## config.mk

```make
export PLATFORM = sky130hd
export DESIGN_NAME = pll_div_bank
export DESIGN_NICKNAME = d
export VERILOG_FILES = /design/src/rtl/pll_div_bank.sv
export SDC_FILE = /design/constraint.sdc
export NUM_CORES = 1
export LEC_CHECK = 0
export BUFFER_PORTS_ARGS = -buffer_cell sky130_fd_sc_hd__buf_2
export CAP_MARGIN = 5
export CORE_MARGIN = 8
export CORE_UTILIZATION = 58
export CTS_BUF_LIST = sky130_fd_sc_hd__clkbuf_4
export DETAILED_ROUTE_END_ITERATION = 10
export PLACE_DENSITY = 0.86
export SYNTH_ARGS = -nofsm -noshare
export SYNTH_HDL_FRONTEND = slang
export SYNTH_SLANG_ARGS = --single-unit
```

## constraint.sdc

```tcl
create_clock -name clk -period 1.8 [get_ports clk]
set_input_delay 0.27 -clock clk [delete_from_list [all_inputs] [get_ports clk]]
set_output_delay 0.27 -clock clk [all_outputs]
set_load 0.02 [all_outputs]
```

## src/rtl/pll_div_bank.sv

```systemverilog
module pll_div_bank #(
  parameter int NDIV = 3,
  parameter int RW = 5,
  parameter int GO_CYCLES = 8,
  parameter int AW = 4,
  parameter int DW = 16,
  parameter logic [NDIV-1:0] PRE_MASK = 3'b100
) (
  input  logic          clk,
  input  logic          rst_n,
  input  logic          ref_en,
  input  logic          we,
  input  logic [AW-1:0] addr,
  input  logic [DW-1:0] wdata,
  output logic [DW-1:0] rdata,
  output logic [NDIV-1:0] tick_o
);
  localparam logic [AW-1:0] CMD_ADDR  = AW'((1 << AW) - 2);
  localparam logic [AW-1:0] STAT_ADDR = AW'((1 << AW) - 1);
  localparam int EN_BIT = DW - 1;
  localparam int BW = $clog2(GO_CYCLES + 1);

  logic [NDIV-1:0][RW-1:0] stg_ratio;
  logic [NDIV-1:0]         stg_en;
  logic [NDIV-1:0][RW-1:0] act_div;
  logic [NDIV-1:0][RW-1:0] cnt;
  logic                    busy;
  logic [BW-1:0]           bcnt;
  logic [NDIV-1:0]         ev;

  wire go_fire = we && (addr == CMD_ADDR) && wdata[0] && !busy;

  logic unused_wbits;
  assign unused_wbits = &{1'b0, wdata[DW-2:RW]};

  always_ff @(posedge clk) begin
    if (!rst_n) begin
      stg_ratio <= '0;
      stg_en    <= '0;
    end else if (we) begin
      for (int i = 0; i < NDIV; i++) begin
        if (addr == AW'(i)) begin
          stg_ratio[i] <= wdata[RW-1:0];
          stg_en[i]    <= wdata[EN_BIT];
        end
      end
    end
  end

  always_ff @(posedge clk) begin
    if (!rst_n) begin
      busy <= 1'b0;
      bcnt <= '0;
    end else if (go_fire) begin
      busy <= 1'b1;
      bcnt <= '0;
    end else if (busy) begin
      if (bcnt == BW'(GO_CYCLES - 1)) busy <= 1'b0;
      else bcnt <= bcnt + 1'b1;
    end
  end

  always_ff @(posedge clk) begin
    if (!rst_n) begin
      act_div <= '0;
    end else if (go_fire) begin
      for (int i = 0; i < NDIV; i++)
        act_div[i] <= stg_en[i] ? stg_ratio[i] : '0;
    end
  end

  genvar g;
  generate
    for (g = 0; g < NDIV; g++) begin : g_div
      if (PRE_MASK[g]) begin : g_ref
        assign ev[g] = ref_en;
      end else begin : g_pll
        assign ev[g] = 1'b1;
      end

      assign tick_o[g] = ev[g] && (cnt[g] == act_div[g]);

      always_ff @(posedge clk) begin
        if (!rst_n || go_fire) cnt[g] <= '0;
        else if (ev[g]) cnt[g] <= (cnt[g] == act_div[g]) ? '0 : cnt[g] + 1'b1;
      end
    end
  endgenerate

  always_comb begin
    rdata = '0;
    for (int i = 0; i < NDIV; i++) begin
      if (addr == AW'(i)) begin
        rdata[RW-1:0] = stg_ratio[i];
        rdata[EN_BIT] = stg_en[i];
      end
    end
    if (addr == STAT_ADDR) rdata[0] = busy;
  end
endmodule

```

==> impl_metrics.ini <==
[outcome]
outcome = complete, but fails checks
violations = negative setup slack

[cts]
hold_buffers = 0
clk_root_buffer_cell = sky130_fd_sc_hd__clkbuf_4
cts_htree_levels = 2
tritoncts = done
clock-sinks = 53
cts_made_buffers = 5
clkLatencyLatePin_ps = 360
clockBufferDepth = 2
clk_transition_reported_paths_ps = 130

[sta]
final_worst_hold_slack_ps = 182.6
number_of_endpoints_failing_setup_at_the_final_stage = 1
fin_crit_ps = 1800
hold_viol = 0
drv_slew = 0
fmax_mhz = 555.5
worst_slack_ps = -0.2733
rsz0062_at_grt = yes
period_share_pct = 100.0
worstMarginPinSlew_ps = 562.8
clock_skew_ps = 8.346
slew_headroom_pct = 62.48
setup-tns-final_ps = -0.2733

[final_layout]
areaGrowthSynthToFinish_pct = 11.89
num-nets-final = 328
n_fill_cell = 304
layout-drive-gt1-share_pct = 20.00
final_design_area_no_fill_sq_um = 2768
insertedDiodeCount = 0
filler_free_cell_count_of_the_finished_design = 350

[critical_path]
biggest_fanout_along_the_worst_timing_path = 2
critPathCaptureType = output port
setup.worst_path.class = flip-flop to output port
critPathLaunchType = flip-flop
worstPathRequired_ps = 1530
cp_data_arrival_time_ps = 1530

[floorplanning]
top_level_ports = 43
core_area_sq_um = 4058
die-width_microns = 81.31
design.die.area_sq_um = 6611
die_y_microns = 81.31
initial_core_util_pct = 60.96
floorplan.rows = 23

[pwr]
post-layout-total-power_uw = 1864
comb_power_share_pct = 9.6
power.internal_uw = 1399
p_clk_share_pct = 26.6
power.leakage_uw = 0.001114
power.ir.vdd_worst_uv = 405.2
power.share.switching_pct = 24.94
power.density_nw_per_um2 = 673.6
seq_power_share_pct = 63.8
switchingPower_uw = 464.9

[drt]
detail_route.vias_per_cell = 5.869
drc_errors = 0
ant_nets = 0
firstDrtPassIters = 5
detailroute.via_count = 2054
detailedRoute.firstIterationViolations = 134
postRouteWirelength_microns = 5264
wl_per_cell_microns = 15.04

[synth]
synth.distinct_cells = 38
synth-edff-count = 0
synth.yosys.warnings = 0
synthCells = 265
synthesis.area_sq_um = 2474
yosys_most_used_dff = sky130_fd_sc_hd__dfxtp_1
synth_sequential_area_ratio_pct = 42.89
postSynthAreaPerCell_sq_um = 9.334
ys_async_sr_fraction_pct = 0
ys_ff_latch = 53

[global_route]
pin_count_of_the_biggest_net_entering_global_routing = 20
number_of_antenna_violations_at_the_first_check_in_global_routing = 0
first_pass_grt_wire_length_microns = 8528
globalRouteTotalUtil_pct = 16.14
grt_pass1_vias = 1890
grt_overflow_total = 0

[placement]
dp.cells = 341
dpl_cell_area_sq_um = 2673
port-buffer-count = 22
gp_congestion = 0.9092
detailedPlacementHpwl_microns = 3936

[run]
timing.max_cap.violations = 0

[min_path]
hold_class = input port to flip-flop
==> Yosys cell counts (2+ instances only) <==
cell type,number,area [sq um]
sky130_fd_sc_hd__a21oi_1,21,105.1
sky130_fd_sc_hd__ha_1,4,50.05
sky130_fd_sc_hd__clkbuf_1,6,22.52
sky130_fd_sc_hd__nand3_1,17,85.08
sky130_fd_sc_hd__nand4_1,3,18.77
sky130_fd_sc_hd__dfxtp_1,53,1061
sky130_fd_sc_hd__buf_4,13,97.59
sky130_fd_sc_hd__o21ai_0,18,90.09
sky130_fd_sc_hd__or3_1,3,18.77
sky130_fd_sc_hd__nor2_1,9,33.78
sky130_fd_sc_hd__or4b_1,2,20.02
sky130_fd_sc_hd__buf_2,3,15.01
sky130_fd_sc_hd__inv_1,5,18.77
sky130_fd_sc_hd__a211oi_1,15,112.6
sky130_fd_sc_hd__and2_1,4,25.02
sky130_fd_sc_hd__xor2_1,21,183.9
sky130_fd_sc_hd__xnor2_1,4,35.03
sky130_fd_sc_hd__a32o_1,15,150.1
sky130_fd_sc_hd__mux2i_1,7,70.07
sky130_fd_sc_hd__o22ai_1,2,12.51
sky130_fd_sc_hd__nand2_1,20,75.07
sky130_fd_sc_hd__nor3_1,4,20.02
==> critical path, cell delays in order (launching register included) <==
cell                      delay [ps]
sky130_fd_sc_hd__dfxtp_1         350
sky130_fd_sc_hd__xor2_1          160
sky130_fd_sc_hd__nor4_2          340
sky130_fd_sc_hd__and2_1          200
sky130_fd_sc_hd__buf_6           120
==> sequential cells by signal, summed over array words and instances (netlist names) <==
register   flops
cnt           15
bcnt           4
busy           1
stg_ratio     15
act_div       15
stg_en         3
==> power groups by stage <==
stage / logic, uW / registers, uW / clock network, uW
2_1_floorplan: 125 / 1210 / 0
3_3_place_gp: 168 / 1220 / 0
3_5_place_dp: 170 / 1220 / 0
4_1_cts: 176 / 1190 / 503
5_1_grt: 193 / 1190 / 542
6_report: 180 / 1190 / 496
==> cells in the final DEF (no fill, tap or decap), types with 2 or more instances in the layout <==
| master | netlist | layout |
|---|---|---|
| sky130_fd_sc_hd__o21ai_0 | 18 | 18 |
| sky130_fd_sc_hd__or3_1 | 3 | 3 |
| sky130_fd_sc_hd__xnor2_1 | 4 | 4 |
| sky130_fd_sc_hd__o22ai_1 | 2 | 2 |
| sky130_fd_sc_hd__dfxtp_4 | 0 | 2 |
| sky130_fd_sc_hd__xor2_1 | 21 | 20 |
| sky130_fd_sc_hd__conb_1 | 1 | 10 |
| sky130_fd_sc_hd__nand2_1 | 20 | 20 |
| sky130_fd_sc_hd__inv_1 | 5 | 5 |
| sky130_fd_sc_hd__a32o_1 | 15 | 15 |
| sky130_fd_sc_hd__ha_1 | 4 | 4 |
| sky130_fd_sc_hd__nand3_1 | 17 | 17 |
| sky130_fd_sc_hd__a211oi_1 | 15 | 15 |
| sky130_fd_sc_hd__or4b_1 | 2 | 2 |
| sky130_fd_sc_hd__clkbuf_4 | 0 | 6 |
| sky130_fd_sc_hd__and2_1 | 4 | 4 |
| sky130_fd_sc_hd__nor2_1 | 9 | 9 |
| sky130_fd_sc_hd__buf_2 | 3 | 21 |
| sky130_fd_sc_hd__nor3_1 | 4 | 3 |
| sky130_fd_sc_hd__a21oi_1 | 21 | 21 |
| sky130_fd_sc_hd__buf_4 | 13 | 19 |
| sky130_fd_sc_hd__nand4_1 | 3 | 3 |
| sky130_fd_sc_hd__dfxtp_1 | 53 | 47 |
| sky130_fd_sc_hd__dfxtp_2 | 0 | 4 |
| sky130_fd_sc_hd__mux2i_1 | 7 | 7 |
==> final timing paths <==
path / from / end / slack (ps) / cells after the start
min: wdata[2] / stg_ratio[12]$_SDFFE_PN0P_ / 180 / 3
max: act_div[13]$_SDFFE_PN0P_ / tick_o[2] / -0.3 / 4
max reg2reg: busy$_SDFF_PN0_ / act_div[12]$_SDFFE_PN0P_ / 280 / 3
min reg2reg: bcnt[3]$_SDFFE_PP0P_ / bcnt[3]$_SDFFE_PP0P_ / 500 / 2
==> stage by stage <==
step	worst slack, ps	util, %
6_report	-0.2733	68.21
5_1_grt	-44.67	68.21
4_1_cts	6.533	67.44
3_5_place_dp	66.97	65.86
3_3_place_gp	72.67	65.86
2_1_floorplan	177.1	-
==> layer usage <==
metal  vias to the layer above  track usage [%]  part of all wire (%)
met5                         -                0                     0
met4                         0            5.179                   1.0
met2                        78            25.54                    46
li1                       1022                -                     -
met1                       949            21.64                    47
met3                         5            2.870                   5.9
==> what timing repair did <==
item	CTS	global route
endpoints found under the setup margin	1	2
resized for setup	4	8
setup buffers	1	1
pin swaps	2	2
==> layout make-up <==
class	count	area [sq um]	share of cell area (%)
Tap cell	50	62.56	2.260
Clock buffer	6	45.04	1.627
Clock inverter	1	3.754	0.1356
Sequential cell	53	1074	38.79
Timing Repair Buffer	41	259.0	9.358
Inverter	5	18.77	0.6781
Multi-Input combinational cell	194	1305	47.15
==> kinds of logic after synthesis <==
kind of cell               Yosys count  synth area share (%)
muxes                                7                 2.833
adders and majority gates            4                 2.023
buffers and inverters               27                 6.221
other                                1                0.1516
xor gates and xnor gates            25                 8.852
AOI/OAI and AO/OA                   75                 20.23
and+or+nand+nor                     73                 16.79
DFF                                 53                 42.89
No activity file was read; power rests on OpenSTA's default activity.
